`config.mk`:
```
export PLATFORM = sky130hd
export DESIGN_NAME = fixed_toff_chopper
export DESIGN_NICKNAME = d
export VERILOG_FILES = /design/src/rtl/chop_pkg.sv /design/src/rtl/chop_ctrl.sv /design/src/rtl/chop_dpath.sv /design/src/rtl/fixed_toff_chopper.sv
export SDC_FILE = /design/constraint.sdc
export NUM_CORES = 1
export LEC_CHECK = 0
export CORE_ASPECT_RATIO = 1.2
export CORE_MARGIN = 5
export CORE_UTILIZATION = 40
export DETAILED_ROUTE_END_ITERATION = 12
export GPL_TIMING_DRIVEN = 0
export PLACE_DENSITY_LB_ADDON = 0.2
export SLEW_MARGIN = 10
export SYNTH_ARGS = -nofsm -noshare
export SYNTH_HDL_FRONTEND = slang
export SYNTH_SLANG_ARGS = --single-unit
```
`constraint.sdc`:
```
create_clock -name clk -period 6.9 [get_ports clk]
set_input_delay 1.38 -clock clk [delete_from_list [all_inputs] [get_ports clk]]
set_output_delay 1.38 -clock clk [all_outputs]
set_load 0.05 [all_outputs]
```
`src/rtl/chop_pkg.sv`:
```
package chop_pkg;

  typedef enum logic [1:0] {
    ST_IDLE  = 2'd0,
    ST_BLANK = 2'd1,
    ST_SENSE = 2'd2,
    ST_OFF   = 2'd3
  } chopState_t;

  // strobes from control to datapath
  typedef struct packed {
    logic loadCfg;   // capture direction and timing at on-phase start
    logic clrCnt;    // zero the phase counter
    logic cmpOff;    // compare counter with off-time (else blanking)
    logic driveOn;   // bridge drives the captured diagonal
    logic recirc;    // bridge in off-phase recirculation
    logic tripEvt;   // an accepted trip ends the on phase now
  } chopStrobe_t;

  localparam int unsigned NUM_LEGS = 2;

endpackage

```
`src/rtl/chop_ctrl.sv`:
```
module chop_ctrl
  import chop_pkg::*;
(
  input  logic        clk,
  input  logic        rstN,
  input  logic        enable,
  input  logic        tripSync,
  input  logic        cntDone,
  output chopStrobe_t strobe
);

  chopState_t state, stateNxt;

  always_ff @(posedge clk or negedge rstN) begin
    if (!rstN) state <= ST_IDLE;
    else       state <= stateNxt;
  end

  always_comb begin
    stateNxt = state;
    strobe   = '0;
    unique case (state)
      ST_IDLE: begin
        strobe.clrCnt = 1'b1;
        if (enable) begin
          stateNxt       = ST_BLANK;
          strobe.loadCfg = 1'b1;
        end
      end
      ST_BLANK: begin
        strobe.driveOn = 1'b1;
        if (cntDone) begin
          stateNxt      = ST_SENSE;
          strobe.clrCnt = 1'b1;
        end
      end
      ST_SENSE: begin
        strobe.driveOn = 1'b1;
        strobe.clrCnt  = 1'b1;
        if (tripSync) begin
          stateNxt       = ST_OFF;
          strobe.tripEvt = 1'b1;
        end
      end
      ST_OFF: begin
        strobe.recirc = 1'b1;
        strobe.cmpOff = 1'b1;
        if (cntDone) begin
          stateNxt       = ST_BLANK;
          strobe.loadCfg = 1'b1;
          strobe.clrCnt  = 1'b1;
        end
      end
      default: stateNxt = ST_IDLE;
    endcase
    if (!enable) begin
      stateNxt       = ST_IDLE;
      strobe.clrCnt  = 1'b1;
      strobe.loadCfg = 1'b0;
      strobe.tripEvt = 1'b0;
    end
  end

endmodule

```
`src/rtl/chop_dpath.sv`:
```
module chop_dpath
  import chop_pkg::*;
#(
  parameter int unsigned CNT_W       = 12,
  parameter int unsigned SYNC_STAGES = 2
) (
  input  logic                clk,
  input  logic                rstN,
  input  logic                enable,
  input  logic                dirReq,
  input  logic                torqueSel,
  input  logic                decayBrake,
  input  logic                tripRaw,
  input  logic [CNT_W-1:0]    blankCycles,
  input  logic [CNT_W-1:0]    offCycles,
  input  chopStrobe_t         strobe,
  output logic                tripSync,
  output logic                cntDone,
  output logic [NUM_LEGS-1:0] gateHi,
  output logic [NUM_LEGS-1:0] gateLo,
  output logic                refHalf,
  output logic                tripPulse
);

  localparam int unsigned EXT_W = CNT_W + 1;
  localparam logic [CNT_W-1:0] ONE = CNT_W'(1);

  // trip synchroniser
  logic [SYNC_STAGES-1:0] syncReg;
  generate
    if (SYNC_STAGES == 1) begin : g_sync1
      always_ff @(posedge clk or negedge rstN) begin
        if (!rstN) syncReg <= '0;
        else       syncReg <= tripRaw;
      end
    end else begin : g_syncN
      always_ff @(posedge clk or negedge rstN) begin
        if (!rstN) syncReg <= '0;
        else       syncReg <= {syncReg[SYNC_STAGES-2:0], tripRaw};
      end
    end
  endgenerate
  assign tripSync = syncReg[SYNC_STAGES-1];

  // captured phase configuration
  logic [CNT_W-1:0] blankLat, offLat;
  logic             dirLat;

  always_ff @(posedge clk or negedge rstN) begin
    if (!rstN) begin
      blankLat <= ONE;
      offLat   <= ONE;
      dirLat   <= 1'b0;
    end else if (strobe.loadCfg) begin
      blankLat <= (blankCycles == '0) ? ONE : blankCycles;
      offLat   <= (offCycles == '0) ? ONE : offCycles;
      dirLat   <= dirReq;
    end
  end

  // phase counter
  logic [CNT_W-1:0] phaseCnt;
  logic [EXT_W-1:0] cntNext, cntLimit;

  always_ff @(posedge clk or negedge rstN) begin
    if (!rstN)              phaseCnt <= '0;
    else if (strobe.clrCnt) phaseCnt <= '0;
    else                    phaseCnt <= phaseCnt + ONE;
  end

  assign cntNext  = {1'b0, phaseCnt} + EXT_W'(1);
  assign cntLimit = {1'b0, (strobe.cmpOff ? offLat : blankLat)};
  assign cntDone  = (cntNext >= cntLimit);

  // gate decode
  logic [NUM_LEGS-1:0] diagHi, diagLo;
  assign diagHi = dirLat ? 2'b10 : 2'b01;
  assign diagLo = ~diagHi;

  always_comb begin
    gateHi = '0;
    gateLo = '0;
    if (enable) begin
      if (strobe.driveOn) begin
        gateHi = diagHi;
        gateLo = diagLo;
      end else if (strobe.recirc && decayBrake) begin
        gateLo = '1;
      end
    end
  end

  // registered side outputs
  always_ff @(posedge clk or negedge rstN) begin
    if (!rstN) begin
      refHalf   <= 1'b0;
      tripPulse <= 1'b0;
    end else begin
      refHalf   <= torqueSel;
      tripPulse <= strobe.tripEvt;
    end
  end

endmodule

```
`src/rtl/fixed_toff_chopper.sv`:
```
module fixed_toff_chopper
  import chop_pkg::*;
#(
  parameter int unsigned CNT_W       = 12,
  parameter int unsigned SYNC_STAGES = 2
) (
  input  logic             clk,
  input  logic             rstN,
  input  logic             enable,
  input  logic             dirReq,
  input  logic             torqueSel,
  input  logic             decayBrake,
  input  logic             tripRaw,
  input  logic [CNT_W-1:0] blankCycles,
  input  logic [CNT_W-1:0] offCycles,
  output logic [1:0]       gateHi,
  output logic [1:0]       gateLo,
  output logic             refHalf,
  output logic             tripPulse
);

  chopStrobe_t strobe;
  logic        tripSync;
  logic        cntDone;

  chop_ctrl i_ctrl (
    .clk      (clk),
    .rstN     (rstN),
    .enable   (enable),
    .tripSync (tripSync),
    .cntDone  (cntDone),
    .strobe   (strobe)
  );

  chop_dpath #(
    .CNT_W       (CNT_W),
    .SYNC_STAGES (SYNC_STAGES)
  ) i_dpath (
    .clk         (clk),
    .rstN        (rstN),
    .enable      (enable),
    .dirReq      (dirReq),
    .torqueSel   (torqueSel),
    .decayBrake  (decayBrake),
    .tripRaw     (tripRaw),
    .blankCycles (blankCycles),
    .offCycles   (offCycles),
    .strobe      (strobe),
    .tripSync    (tripSync),
    .cntDone     (cntDone),
    .gateHi      (gateHi),
    .gateLo      (gateLo),
    .refHalf     (refHalf),
    .tripPulse   (tripPulse)
  );

endmodule

```
Yosys cells after proc, flatten, opt, wreduce, memory -nomap -nowiden --
Cells that the tools add are included. W data, S select, Z words.
Storage, ports and cells: bits in registers 43, bits of input ports 31
Cells by class: reduce and logical (&&, ||, !) cells 7, bitwise gates (word level) 1, $add $sub $neg 2, magnitude comparators 1, equal/unequal tests 6, multiplexer cells 25
Operators by type and width (count):
- $mux W12 | 4
- $logic_not A12 Y1 | 2
- $mux W2 | 12
- $add A12 B1 Y13 const B | 1
- $ge A13 B12 Y1 | 1
- $add A12 B1 Y12 const B | 1
- $pmux W2 S4 | 1
- $mux W1 | 6
- $ne A3 B3 Y1 const B | 2
- $eq A2 B2 Y1 const B | 2
- $reduce_or A2 Y1 | 2
- $ne A3 B2 Y1 const B | 1
- $pmux W1 S3 | 1
- $reduce_and A3 Y1 | 1
- $eq A2 B1 Y1 const B | 1
- $logic_not A2 Y1 | 1
- $not A2 Y2 | 1
- $pmux W1 S2 | 1
- $logic_and A1 B1 Y1 | 1

Longest topological paths before layout --
Gate-level depths: netlist of the first run.
depth in word-level cells 8, depth in mapped cells 13, mapped depth without buffers 12

Cells and area by module --
Synthesis of the first run repeated with hierarchy kept, for this count alone.
Second synthesis, totals: cells, all modules 194, area, all modules 2333.5 µm²
By module, submodules not included:
- chop_dpath | times used 1, area each 2120.8 µm², cells an instance 171
- chop_ctrl | times used 1, area each 212.7 µm², cells an instance 23

Least setup slack after synthesis of the first run --
No wires, ideal clock.
path kind input port to output port, start point input port enable, end point output port gateLo[1], data required time 5.520 ns, buffers on the path 0, path slack 2.988 ns, arrival 2.532 ns, stages 2, cells stage by stage nand2_1 -> o21ai_0
On the way: word-level cells in the longest chain between the ends 1
RTL lines:
- start, declared | RTL line fixed_toff_chopper.sv:9 | input logic enable,
- $mux W2 | RTL line chop_dpath.sv:83 | if (enable) begin
- end, declared | RTL line fixed_toff_chopper.sv:17 | output logic [1:0] gateLo,
No other way between the ends.

Final worst setup path of the first run --
Same ends and word-level chain as after synthesis.

==> impl_metrics.tcl, run 1 <==
set metrics [dict create \
    io_buffers 36 \
    grt_use_total_pct 13.3 \
    worst-path-buf-inv 2 \
    cts_hold_buf 0 \
    dr_wl_met3_um 144 \
    end_kind "primary output" \
    critical_path_class "in -> out" \
    status "complete, no violations" \
    worstPathRequired_ns 5.52 \
    grt_max_degree 30 \
    ir_drop_mv 0.176 \
    relSlewSlack_pct 54.3 \
    drive_gt1_share_pct 18.1 \
    grt_pass1_vias 1619 \
    synth-xor-area-share_pct 3.72 \
    gp_congestion 0.785 \
    antenna_found_initial 0 \
    viasPerCell 4.75 \
    holdWs_ns 0.361 \
    io_pins 37 \
    skew_ns 0.00668 \
    worstPathArrival_ns 3.28 \
    hp-class "reg -> reg" \
    critPathSlowestCell "clkdlybuf4s50_1" \
    tightest_slew_ns 0.685 \
    cts_tree "done" \
    ant_nets 0 \
    synth_compound_area_share_pct 5.69 \
    critPathTopFamily "buffers and inverters" \
    cts_buffer_depth 2 \
    synth-warning-count 0 \
    ff2ff_setup_slack_ns 3.28 \
    layout_common_cells "dfrtp_1, clkdlybuf4s50_1, mux2_4, ha_1, mux2i_1" \
    cp-endpoint "gateLo[1]" \
    area_delta_synth_final_pct 24.6 \
    chipHeight_um 94.1 \
    routed_wl_um 4480 \
    synth.distinct_cells 35 \
    wl_met1_um 2050 \
    vias 1511 \
    drc 0 \
    finalSetupViolations 0 \
    die_width_um 80.0 \
    final_common_cell "dfrtp_1" \
    period_share_pct 67.5 \
    drt-wirelength-per-cell_um 14.1 \
    antennaDiodeCount 0 \
    max_stage_delay_ns 0.82 \
    synth_seq_area_share_pct 45.8 \
    htreeDepth 2 \
    powerDensity_mw_per_mm2 334 \
    path_clk_slew_ns 0.08 \
    postCtsSetupBuffers 0 \
    crit_fanout 8 \
    cts_root_buf "clkbuf_8" \
    drtIter0Drc 42 \
    timing.rr.start "i_ctrl.state[0]" \
    cts_made_buffers 5 \
    maxSlewViolCount 0 \
    fp.coreArea_mm2 0.00571 \
    synthesis.nets 242 \
    fin_util_pct 51.4 \
    critPathLaunch "enable" \
    clock_sinks 43 \
    power.total_uw 981 \
    synthMuxAreaShare_pct 20.2 \
    p_leak_uw 0.00136 \
    grt_setup_unrepaired "no" \
    cap_violations 0 \
    grt_pass1_wl_um 7670 \
    synth-seq-cells 43 \
    start_util_pct 41.3 \
    hpwl_um 3660 \
    syn_area_mm2 0.00235 \
    rows 30 \
    wl_met2_um 2250 \
    insertion_delay_ns 0.29 \
    postCtsResizedCells 0 \
    finalCriticalPeriod_ns 4.66 \
    startpoint_type "input port" \
    crit_chain "clkdlybuf4s50_1 -> and2b_1 -> nand3_1 -> o21ai_0 -> clkdlybuf4s50_1" \
    grt.overflow.total 0 \
    timing.fmax_ghz 0.215 \
    synth_top_family_by_area "multiplexers" \
    min_path_cells 0 \
    yosys.area_share.simple_pct 12.5 \
    synth_cells 193 \
    tns_ns 0 \
    final_hold_viol_count 0 \
    synth_fa_ha_area_share_pct 9.56 \
    dr.pass1.iters 3 \
    top_layer_used "met4" \
    nets 286 \
    rr_endpoint "i_dpath.offLat[5]" \
    die-area_mm2 0.00753 \
    reg2reg_depth 12 \
    cp.depth 5 \
    avgSynthCellArea_um2 12.2 \
    path_common_cell "clkdlybuf4s50_1" \
]
layout make-up:
cell class                 instances  area (um2)
fill                             533        2770
multi-input combinational        139        1220
sequential                        43        1080
timing repair buffer              37         375
tap                               80         100
clock buffer                       7        96.3
buffer                             5        36.3
inverter                           6        22.5
clock inverter                     1        7.51
registers in the layout (all words and copies together), names as in the netlist:
signal	count
i_dpath.offLat	12
i_dpath.tripPulse	1
i_dpath.blankLat	12
i_ctrl.state	2
i_dpath.refHalf	1
i_dpath.phaseCnt	12
i_dpath.dirLat	1
i_dpath.syncReg	2
how the worst min path moves through the flow:
| stage | start | endpoint | slack (ns) |
|---|---|---|---|
| 5_1_grt | i_dpath.syncReg[0] | i_dpath.syncReg[1] | 0.38 |
| 6_report | i_dpath.syncReg[0] | i_dpath.syncReg[1] | 0.36 |
| 3_5_place_dp | i_dpath.syncReg[0] | i_dpath.syncReg[1] | 0.34 |
| 2_1_floorplan | i_dpath.syncReg[0] | i_dpath.syncReg[1] | 0.33 |
| 4_1_cts | i_dpath.syncReg[0] | i_dpath.syncReg[1] | 0.36 |
| 3_3_place_gp | i_dpath.syncReg[0] | i_dpath.syncReg[1] | 0.33 |
metal layers:
| metal | vias up | GRT usage (%) |
|---|---|---|
| li1 | 770 | - |
| met1 | 715 | 17.4 |
| met2 | 24 | 21.9 |
| met3 | 2 | 2.78 |
| met4 | 0 | 3.80 |
| met5 | - | 0 |
Yosys cell counts (all sizes together):
cell type | count | area, um2
and2b | 1 | 7.51
xnor2 | 5 | 43.8
buf | 5 | 36.3
and4 | 2 | 17.5
ha | 18 | 225
o21a | 1 | 7.51
mux2 | 23 | 327
a21oi | 6 | 33.8
inv | 6 | 22.5
a21o | 1 | 7.51
or3 | 1 | 6.26
dfstp | 2 | 52.6
a41oi | 1 | 8.76
a31oi | 3 | 33.8
xor2 | 5 | 43.8
nand4b | 1 | 8.76
a2bb2oi | 1 | 8.76
o21ai | 6 | 33.8
mux2i | 15 | 150
nor2 | 7 | 26.3
and3 | 4 | 25.0
nor4 | 4 | 25.0
dfrtp | 41 | 1030
nor3 | 2 | 10.0
nand2 | 11 | 41.3
nand2b | 2 | 12.5
nor2b | 11 | 68.8
nand3 | 8 | 45.0
where the power goes:
group          switching, uW  internal [uW]
Combinational            184            226
Clock                   84.1           91.0
Sequential              54.4            342
worst reg2reg max path: cells and delay by family, from the launching register on:
kind | cells | cell delay, ns
AO/OA/AOI/OAI | 5 | 1.18
adder cells (fa/ha/maj) | 2 | 0.49
buffers and inverters | 3 | 1.01
flip-flops | 1 | 0.43
multiplexers | 1 | 0.32
AND/OR/NAND/NOR | 1 | 0.10
through the flow:
step	instances	instance area (um2)	setup slack, ns
after global routing	318	2930	2.13
final	318	2930	2.24
after CTS	318	2930	2.23
after global placement	309	2820	2.23
after detailed placement	310	2830	2.23
after floorplan	193	2350	2.99
logic make-up (layout without fill, tap and decap cells):
kind of cell,count (synthesis),in the layout
adders and majority gates,18,18
and+or+nand+nor,54,54
DFF,43,43
muxes,38,38
buffers and inverters,11,56
xor gates and xnor gates,10,10
AOI/OAI and AO/OA,19,19
No activity file was read; power rests on OpenSTA's default activity.
==> run 2: changes to the inputs <==
clock period = 4.65 ns   (was 6.9 ns; I/O delays follow)
==> results of run 2 <==
The final DEF is identical to that of run 1. Status: complete, no violations.
Among the figures that moved: setup slack after placement 2.23 ns -> 0.880 ns; setup slack after layout 2.24 ns -> 0.894 ns; register-to-register setup slack 3.28 ns -> 1.03 ns; total power 981 uW -> 1460 uW; worst IR drop on VDD 0.176 mV -> 0.261 mV
==> run 3: changes to the inputs <==
clock period = 3.41 ns   (was 4.65 ns; I/O delays follow)
==> impl_metrics.tcl, run 3 (synthesis gave the netlist of run 1 again) <==
set metrics [dict create \
    start_util_pct 41.3 \
    ant_nets 0 \
    grt_pass1_vias 1619 \
    layout_common_cells "dfrtp_1, clkdlybuf4s50_1, mux2_4, ha_1, mux2i_1" \
    insertion_delay_ns 0.29 \
    cts_tree "done" \
    routed_wl_um 4490 \
    chipHeight_um 94.1 \
    drc 0 \
    clock_sinks 43 \
    nets 289 \
    tightest_slew_ns 0.497 \
    cts_root_buf "clkbuf_8" \
    fin_util_pct 51.9 \
    worstPathRequired_ns 2.73 \
    top_layer_used "met4" \
    finalInstanceArea_mm2 0.00296 \
    path_clk_slew_ns 0.08 \
    final_hold_viol_count 0 \
    period_share_pct 95.3 \
    fin_ws_ns 0.159 \
    final_common_cell "dfrtp_1" \
    power.total_uw 2000 \
    htreeDepth 2 \
    powerDensity_mw_per_mm2 677 \
    dr_wl_met3_um 144 \
    rr_endpoint "i_dpath.blankLat[8]" \
    end_kind "primary output" \
    skew_ns 0.00694 \
    cap_violations 0 \
    post_dp_cell_area_mm2 0.00283 \
    grt_pass1_wl_um 7670 \
    vias 1529 \
    die-area_mm2 0.00753 \
    wl_met1_um 2050 \
    io_buffers 36 \
    grt_setup_unrepaired "no" \
    drive_gt1_share_pct 19.5 \
    die_width_um 80.0 \
    wl_met2_um 2260 \
    p_leak_uw 0.00137 \
    reg.largest.list "i_dpath.blankLat: 12 flops, i_dpath.offLat: 12 flops, i_dpath.phaseCnt: 12 flops" \
    status "complete, no violations" \
    crit_fanout 8 \
    area_delta_synth_final_pct 25.7 \
    io_pins 37 \
    p_int_uw 1350 \
    viasPerCell 4.76 \
    max_stage_delay_ns 0.82 \
    multiInputGateArea_mm2 0.00122 \
    dr.pass1.iters 4 \
    reg2reg_depth 12 \
    worstPathArrival_ns 2.57 \
    grt.overflow.total 0 \
    ff2ff_setup_slack_ns 0.26 \
    grt_use_total_pct 13.3 \
    fillers 527 \
    tns_ns 0 \
    hp-class "in -> async" \
    drt-wirelength-per-cell_um 14.0 \
    ir_drop_mv 0.356 \
    cts_buffer_depth 2 \
    critPathSlowestCell "clkdlybuf4s50_1" \
    crit_chain "clkdlybuf4s50_1 -> and2b_1 -> nand3_1 -> o21ai_0 -> clkdlybuf4s50_1" \
    relSlewSlack_pct 66.7 \
    rows 30 \
    fp.coreArea_mm2 0.00571 \
    cts_made_buffers 5 \
    antenna_found_initial 0 \
    p_seq_share_pct 39.9 \
    antennaDiodeCount 0 \
    drtIter0Drc 45 \
    maxSlewViolCount 0 \
    register_area_mm2 0.00108 \
    switching_power_uw 655 \
    timing.rr.start "i_ctrl.state[0]" \
    timing.fmax_ghz 0.308 \
    pre_cts_slack_ns -0.265 \
    startpoint_type "input port" \
    critical_path_class "in -> out" \
    swShare_pct 32.7 \
    grt_max_degree 30 \
    hpwl_um 3660 \
    finalSetupViolations 0 \
    gp_congestion 0.785 \
    clkPwrFrac_pct 17.7 \
    finalCriticalPeriod_ns 3.25 \
    critPathLaunch "enable" \
    path_common_cell "clkdlybuf4s50_1" \
    power_frac_comb_pct 42.3 \
]
## run 3: cell count changes in the layout (fill, tap and decap cells not counted), sizes merged
cell	change
buf	+3
## run 3: worst max-delay path, delay by kind of cell
family,cells,cell delay (ns)
simple gates,2,0.37
buf+inv,2,1.42
compound gates,1,0.09
## run 3: metal layers
metal  vias up  GRT usage (%)
met1       725           17.4
met2        25           21.9
li1        775              -
met3         4           2.78
met5         -              0
met4         0           3.80
## run 3: worst max-delay path by stage
stage	to	slack, ns	cells after the start
3_3_place_gp	i_dpath.blankLat[9]	-0.27	12
5_1_grt	i_dpath.offLat[5]	0.02	12
3_5_place_dp	i_dpath.blankLat[8]	-0.27	12
2_1_floorplan	i_dpath.blankLat[10]	0.31	12
4_1_cts	i_dpath.blankLat[8]	0.07	12
6_report	gateLo[1]	0.16	5
## run 3: cell type report
cell class / instances / share of cell area (%)
buffer: 5 / 1.35
clock buffer: 7 / 3.25
clock inverter: 1 / 0.254
inverter: 6 / 0.761
multi-input combinational: 139 / 41.1
sequential: 43 / 36.4
tap: 80 / 3.38
timing repair buffer: 40 / 13.4
## run 3: per-stage QoR
step	cells	hold slack, ns
2_1_floorplan	193	0.331
6_report	321	0.291
3_5_place_dp	310	0.340
5_1_grt	321	0.304
4_1_cts	318	0.293
3_3_place_gp	309	0.332
## run 3: repair_timing
action	in CTS	in global routing
buffers inserted	0	3
pin swaps	0	1
hold buffers	0	0
endpoints found under the setup margin	25	18
gates resized for setup	2	0
## run 3: power groups by stage
| stage | sequential, uW | combinational, uW | clock [uW] |
|---|---|---|---|
| floorplan | 778 | 649 | 0 |
| global placement | 805 | 819 | 0 |
| detailed placement | 809 | 841 | 0 |
| CTS | 802 | 844 | 366 |
| global route | 824 | 941 | 392 |
| finish | 801 | 848 | 356 |
